`src/rtl/srv_mode_pkg.sv`:
```
package srv_mode_pkg;

   typedef enum logic {
      MODE_MAIN = 1'b0,
      MODE_PRE  = 1'b1
   } srv_mode_e;

   localparam srv_mode_e RESET_MODE = MODE_PRE;

   function automatic srv_mode_e mode_flip(input srv_mode_e m);
      return (m == MODE_PRE) ? MODE_MAIN : MODE_PRE;
   endfunction

endpackage

```
`src/rtl/srv_run_cnt.sv`:
```
module srv_run_cnt #(
   parameter int unsigned RUN_LEN = 16
) (
   input  logic clk,
   input  logic rst_n,
   input  logic clr,
   input  logic inc,
   output logic last_step
);
   localparam int unsigned CW = (RUN_LEN < 2) ? 1 : $clog2(RUN_LEN + 1);
   localparam logic [CW-1:0] CNT_MAX = CW'(RUN_LEN);
   localparam logic [CW-1:0] CNT_NEAR = CW'(RUN_LEN - 1);

   if (RUN_LEN < 1) begin : g_bad_len
      $error("srv_run_cnt: RUN_LEN must be at least 1");
   end

   logic [CW-1:0] cnt_q;
   logic [CW-1:0] cnt_d;

   always_comb begin
      cnt_d = cnt_q;
      if (clr) begin
         cnt_d = '0;
      end else if (inc && (cnt_q != CNT_MAX)) begin
         cnt_d = cnt_q + 1'b1;
      end
   end

   always_ff @(posedge clk) begin
      if (!rst_n) begin
         cnt_q <= '0;
      end else begin
         cnt_q <= cnt_d;
      end
   end

   // next increment completes (or a saturated count re-confirms) the run
   assign last_step = (cnt_q >= CNT_NEAR);

   assert_cnt_bounded_R7: assert property (@(posedge clk) disable iff (!rst_n)
      cnt_q <= CNT_MAX);

   assert_cnt_cleared_R4: assert property (@(posedge clk) disable iff (!rst_n)
      clr |=> (cnt_q == '0));

   assert_cnt_idle_R5: assert property (@(posedge clk) disable iff (!rst_n)
      (!clr && !inc) |=> $stable(cnt_q));

   assert_cnt_saturates_R7: assert property (@(posedge clk) disable iff (!rst_n)
      (!clr && inc && cnt_q == CNT_MAX) |=> (cnt_q == CNT_MAX));

endmodule

```
`src/rtl/srv_mode_reg.sv`:
```
module srv_mode_reg
   import srv_mode_pkg::*;
(
   input  logic      clk,
   input  logic      rst_n,
   input  logic      toggle,
   input  logic      go_main,
   input  logic      go_pre,
   output srv_mode_e mode
);
   srv_mode_e mode_d;

   always_comb begin
      mode_d = mode;
      if (toggle) begin
         mode_d = mode_flip(mode);
      end else if (mode == MODE_PRE && go_main) begin
         mode_d = MODE_MAIN;
      end else if (mode == MODE_MAIN && go_pre) begin
         mode_d = MODE_PRE;
      end
   end

   always_ff @(posedge clk) begin
      if (!rst_n) begin
         mode <= RESET_MODE;
      end else begin
         mode <= mode_d;
      end
   end

   assert_toggle_wins_R6: assert property (@(posedge clk) disable iff (!rst_n)
      toggle |=> (mode != $past(mode)));

endmodule

```
`src/rtl/srv_mode_hyst.sv`:
```
module srv_mode_hyst
   import srv_mode_pkg::*;
#(
   parameter int unsigned ENTER_RUN = 16,
   parameter int unsigned LEAVE_RUN = 64,
   parameter bit          CMD_LEVEL = 1'b0
) (
   input  logic clk,
   input  logic rst_n,
   input  logic frame_tick,
   input  logic lock_n,
   input  logic host_cmd,
   output logic mode_pre
);
   if (ENTER_RUN < 1 || LEAVE_RUN < 1) begin : g_bad_runs
      $error("srv_mode_hyst: run lengths must be at least 1");
   end

   logic cmd_pulse;

   if (CMD_LEVEL) begin : g_cmd_edge
      logic cmd_prev_q;
      always_ff @(posedge clk) begin
         if (!rst_n) begin
            cmd_prev_q <= 1'b0;
         end else begin
            cmd_prev_q <= host_cmd;
         end
      end
      assign cmd_pulse = host_cmd & ~cmd_prev_q;
   end else begin : g_cmd_strobe
      assign cmd_pulse = host_cmd;
   end

   logic step;
   logic locked_frame;
   logic unlocked_frame;
   logic lo_last;
   logic hi_last;
   logic go_main;
   logic go_pre;
   srv_mode_e mode_q;

   assign step           = frame_tick & ~cmd_pulse;
   assign locked_frame   = step & ~lock_n;
   assign unlocked_frame = step & lock_n;

   srv_run_cnt #(.RUN_LEN(ENTER_RUN)) u_lo_run (
      .clk       (clk),
      .rst_n     (rst_n),
      .clr       (cmd_pulse | unlocked_frame),
      .inc       (locked_frame),
      .last_step (lo_last)
   );

   srv_run_cnt #(.RUN_LEN(LEAVE_RUN)) u_hi_run (
      .clk       (clk),
      .rst_n     (rst_n),
      .clr       (cmd_pulse | locked_frame),
      .inc       (unlocked_frame),
      .last_step (hi_last)
   );

   assign go_main = locked_frame & lo_last;
   assign go_pre  = unlocked_frame & hi_last;

   srv_mode_reg u_mode (
      .clk     (clk),
      .rst_n   (rst_n),
      .toggle  (cmd_pulse),
      .go_main (go_main),
      .go_pre  (go_pre),
      .mode    (mode_q)
   );

   assign mode_pre = (mode_q == MODE_PRE);

   assert_fall_on_event_R2: assert property (@(posedge clk) disable iff (!rst_n)
      $fell(mode_pre) |-> $past(frame_tick || cmd_pulse));

   assert_rise_on_event_R3: assert property (@(posedge clk) disable iff (!rst_n)
      $rose(mode_pre) |-> $past(frame_tick || cmd_pulse));

   assert_quiet_hold_R5: assert property (@(posedge clk) disable iff (!rst_n)
      (!frame_tick && !cmd_pulse) |=> $stable(mode_pre));

   assert_unlocked_no_fall_R4: assert property (@(posedge clk) disable iff (!rst_n)
      (!cmd_pulse && lock_n) |=> !$fell(mode_pre));

   assert_locked_no_rise_R4: assert property (@(posedge clk) disable iff (!rst_n)
      (!cmd_pulse && !lock_n) |=> !$rose(mode_pre));

endmodule

```
`config.mk`:
```
export PLATFORM = sky130hd
export DESIGN_NAME = srv_mode_hyst
export DESIGN_NICKNAME = d
export VERILOG_FILES = /design/src/rtl/srv_mode_pkg.sv /design/src/rtl/srv_run_cnt.sv /design/src/rtl/srv_mode_reg.sv /design/src/rtl/srv_mode_hyst.sv
export SDC_FILE = /design/constraint.sdc
export NUM_CORES = 1
export LEC_CHECK = 0
export ABC_AREA = 1
export BUFFER_PORTS_ARGS = -buffer_cell sky130_fd_sc_hd__clkbuf_2
export CAP_MARGIN = 0
export CORE_MARGIN = 2
export CORE_UTILIZATION = 25
export CTS_CLUSTER_SIZE = 10
export DETAILED_ROUTE_END_ITERATION = 8
export GPL_ROUTABILITY_DRIVEN = 0
export PLACE_DENSITY = 0.44
export REMOVE_ABC_BUFFERS = 1
export SYNTH_ARGS = -nofsm -noshare
export SYNTH_HDL_FRONTEND = slang
export SYNTH_SLANG_ARGS = --single-unit
```
`constraint.sdc`:
```
create_clock -name clk -period 3 [get_ports clk]
set_input_delay 0.3 -clock clk [delete_from_list [all_inputs] [get_ports clk]]
set_output_delay 0.3 -clock clk [all_outputs]
set_load 0.01 [all_outputs]
```
After elaboration in Yosys (flattened, before gate mapping)
Cells that the tools add are included.

Flip-flop bits (word level): 13. Output and inout port bits: 1.

Add/subtract/negate cells: 2. $lt $le $gt $ge: 2. Equal/unequal tests: 2. Mux-type cells: 4. Bitwise operators: 11. Reduce and logical (&&, ||, !) cells: 7.

Operator list (count): adder 7 x 1 -> 7 bit (second input constant) (1); greater-or-equal comparator 7 x 6 -> 1 bit (second input constant) (1); != test 7 bit (second input constant) (1); adder 5 x 1 -> 5 bit (second input constant) (1); bitwise AND 1 bit (5); greater-or-equal comparator 5 x 4 -> 1 bit (second input constant) (1); != test 5 bit (second input constant) (1); logical AND 1 bit (4); 2-to-1 mux 1 bit (4); inverter 1 bit (4); OR reduction 2 bit (2); nonzero test 3 bit (1); OR 1 bit (2).

Logic depth before layout (Yosys ltp)
Depth after elaboration: 8. Gate-level depth with buffers: 11. Gate-level depth less buffers: 11.

By module
A second synthesis with hierarchy kept.

Cell total of the unflattened synthesis: 133. Area total of the unflattened synthesis: 880.8 um^2.

By module, submodules not included: srv_run_cnt at u_hi_run (instances 1, cells an instance 64, area an instance 441.7 um^2, sequential area each 140.1 um^2); srv_run_cnt at u_lo_run (instances 1, cells an instance 51, area an instance 331.6 um^2, sequential area each 100.1 um^2); srv_mode_hyst (instances 1, cells an instance 12, area an instance 62.6 um^2, sequential area each 0.0 um^2); srv_mode_reg (instances 1, cells an instance 6, area an instance 45.0 um^2, sequential area each 20.0 um^2).

Least setup slack after synthesis
OpenSTA, ideal clock, no wires.

Path kind: register to register. From: register u_hi_run.cnt_q[0]. To: register u_hi_run.cnt_q[6]. Library setup time: 0.117 ns. Arrival time: 1.090 ns. Setup slack: 1.792 ns. Cell stages (with the launch flop): 12. Buffers on the path: 1. Cells stage by stage: dfxtp_1 > inv_1 > ha_1 > nand2_1 > inv_1 > nand3_2 > nand2_2 > buf_6 > nor2_2 > nand2_1 > nand2_1 > nor2_1.

Word-level cells in the longest chain between the ends: 2. Elaborated cells between the ends (all ways): 3. Those cells by class: add/sub (1); eq/ne (1); reduce/logical (1).

RTL lines: start, declared (line srv_run_cnt.sv:18) `logic [CW-1:0] cnt_q;`; start signal, assigned (line srv_run_cnt.sv:34) `cnt_q <= cnt_d;`; parallel branches: the longest is 2 deep, another holds adder 7 x 1 -> 7 bit.

Several ways; the timed one is not identified. A chain may end at the register's enable or synchronous reset.

Worst setup path in the final report
From: register u_hi_run.cnt_q[0]. To: register u_hi_run.cnt_q[2].

Same word-level chain as after synthesis.

==> out/metrics.cfg <==
[setup_path]
max_stage_delay_ns = 0.36
critPathCaptureType = flop
crit_type = flop to flop
critPathArrivalTime_ns = 1.53
worst-path-buf-inv = 3
crit_path_frequent_cell = inv_1
path_cells = inv_1, ha_1, nand2_1, inv_1, nand3_2, nand2_2, inv_1, nand2_1, a21oi_1
worstPathRequired_ns = 3.21
critPathTopFamily = flip-flops
cpMaxStageDelayCell = dfxtp_1
crit_fanout = 11
critical_path.startpoint_type = flop

[finish]
fin_cells = 171
regArea_sq_um = 260
nNetsFinal = 138
syn2layout_area_growth_pct = 12.0
drive_above_1_share_pct = 14.2
final_cell_mix = nand2_1 (30), inv_1 (23), dfxtp_1 (13)
layout_commonest_cell = nand2_1
multi_input_area_sq_um = 430
fill_cells = 355
diodes = 0

[logic_synthesis]
postSynthAreaPerCell_sq_um = 6.66
syn_inst = 119
yosysUniqueCellTypes = 18
synth-seq-cells = 13
yosys_warnings = 0
syn-cell-area_sq_um = 792
ys_seq_area_share_pct = 32.9

[timing]
fin_crit_ns = 1.32
post-route-period-util_pct = 44.1
tightest_slew_ns = 0.214
skew_ns = 0.000731
rsz0062_at_grt = no
drv_slew = 0
fmax_ghz = 0.755
setup_viol = 0
maxSlewHeadroom_pct = 85.7
tns_ns = 0
hold_viol = 0

[drt]
wl_mm = 1.44
num_vias = 712
ant_nets = 0
wl_per_cell_um = 8.40
drtIter0Drc = 23
drc = 0
via_per_inst = 4.16
dr.pass1.iters = 4

[pwr]
switching_power_mw = 0.0785
total_power_mw = 0.313
power_frac_comb_pct = 7.9
p_per_area_nw_per_um2 = 353
peakVddDrop_uv = 190
seqPwrFrac_pct = 56.4
p_leak_nw = 0.426
p_sw_share_pct = 25.0
p_clk_share_pct = 35.7
p_int_mw = 0.235

[clock_network]
cts.sinks = 13
clk_pin_slew_ns = 0.08
worstSkewPairLatency_ns = 0.28
root_buffer = clkbuf_4
clockBufferDepth = 2
cts_tree = built
hold_buffers = 0
post_cts_buffers = 0
cts.htree.levels = 1
cts_buffers = 3
ctsResizeCount = 0

[floorplanning]
core-area_sq_um = 3030
rows = 20
initial_utilization_pct = 26.2
die_h_um = 60.3
die_x_um = 60.3
die_area_sq_um = 3630
io_pins = 6

[grt]
grt_pass1_wl_mm = 2.51
grt_pass1_vias = 649
track_usage_pct = 9.27
grt_max_degree = 12
antenna_found_initial = 0
gr-total-overflow = 0

[placed_design]
portBuffers = 5
dp.final_hpwl_mm = 1.20
place_inst = 167

[run]
drv_cap = 0

[status]
status = finished, final reports clean

[hold_path]
min_path_type = primary input to flop

layout make-up:
| type | instances | area share [%] |
|---|---|---|
| inverters | 24 | 10.2 |
| clock buffers | 4 | 2.96 |
| flip-flops and latches | 13 | 29.3 |
| well taps | 44 | 6.21 |
| repair buffers | 5 | 2.82 |
| multi-input cells | 81 | 48.5 |
power by group through the flow:
stage / logic (mW) / registers [mW] / clock network (mW)
after CTS: 0.0251 / 0.177 / 0.120
after floorplan: 0.0159 / 0.181 / 0
final: 0.0247 / 0.177 / 0.112
after global routing: 0.0289 / 0.177 / 0.121
after detailed placement: 0.0250 / 0.181 / 0
after global placement: 0.0246 / 0.181 / 0
state kept, by name, summed over array words and instances (netlist names):
name	flops
u_hi_run.cnt_q	7
u_lo_run.cnt_q	5
u_mode.mode	1
cells in the mapped netlist (all sizes together):
cell	number	share of area [%]
a21oi	7	4.4
buf	1	1.4
dfxtp	13	33
ha	5	7.9
inv	24	11
nand2	32	16
nand3	9	7.0
nand3b	1	0.95
nand4	1	0.79
nor2	14	7.6
nor3	2	1.3
o21ai	7	5.4
xor2	3	3.3
worst reg2reg max path, delay by kind of cell (launching register included):
kind,cells,cell delay [ns]
AOI/OAI and AO/OA,1,0.13
adders and majority gates,1,0.19
DFF,1,0.36
and+or+nand+nor,4,0.32
buffers and inverters,3,0.26
metal layers:
metal  global-route usage (%)  vias to the layer above  share of wire (%)  wire [um]
met5                        0                        -                  0          0
met4                     1.90                        0                  0          0
met3                     3.90                        0                3.6         52
met2                     16.1                        5                 49        710
met1                     10.5                      324                 47        674
li1                         -                      383                  -          -
cell families (layout without fill, tap and decap cells):
group / Yosys count / after routing / share of synthesized area, %
and+or+nand+nor: 59 / 59 / 33.3
buffers and inverters: 25 / 33 / 12.8
AOI/OAI and AO/OA: 14 / 14 / 9.79
DFF: 13 / 13 / 32.9
adders and majority gates: 5 / 5 / 7.90
xor gates and xnor gates: 3 / 3 / 3.32
per-stage QoR:
step                hold WS (ns)  instance area [sq um]  worst slack, ns  utilization (%)
floorplan                  0.369                    781             1.80                -
finish                     0.207                    887             1.68             29.3
global placement           0.475                    861             1.70             28.4
CTS                        0.197                    887             1.67             29.3
detailed placement         0.487                    861             1.69             28.4
global route               0.206                    887             1.47             29.3
final timing paths:
| kind | from | end | slack, ns | depth (start not counted) |
|---|---|---|---|---|
| worst min-delay path | rst_n | u_mode.mode | 0.21 | 2 |
| worst min register to register | u_hi_run.cnt_q[1] | u_hi_run.cnt_q[1] | 0.50 | 2 |
| worst max register to register | u_hi_run.cnt_q[0] | u_hi_run.cnt_q[2] | 1.68 | 9 |
| worst max-delay path | u_hi_run.cnt_q[0] | u_hi_run.cnt_q[2] | 1.68 | 9 |
Note: power is estimated with default switching activity, not from simulation.
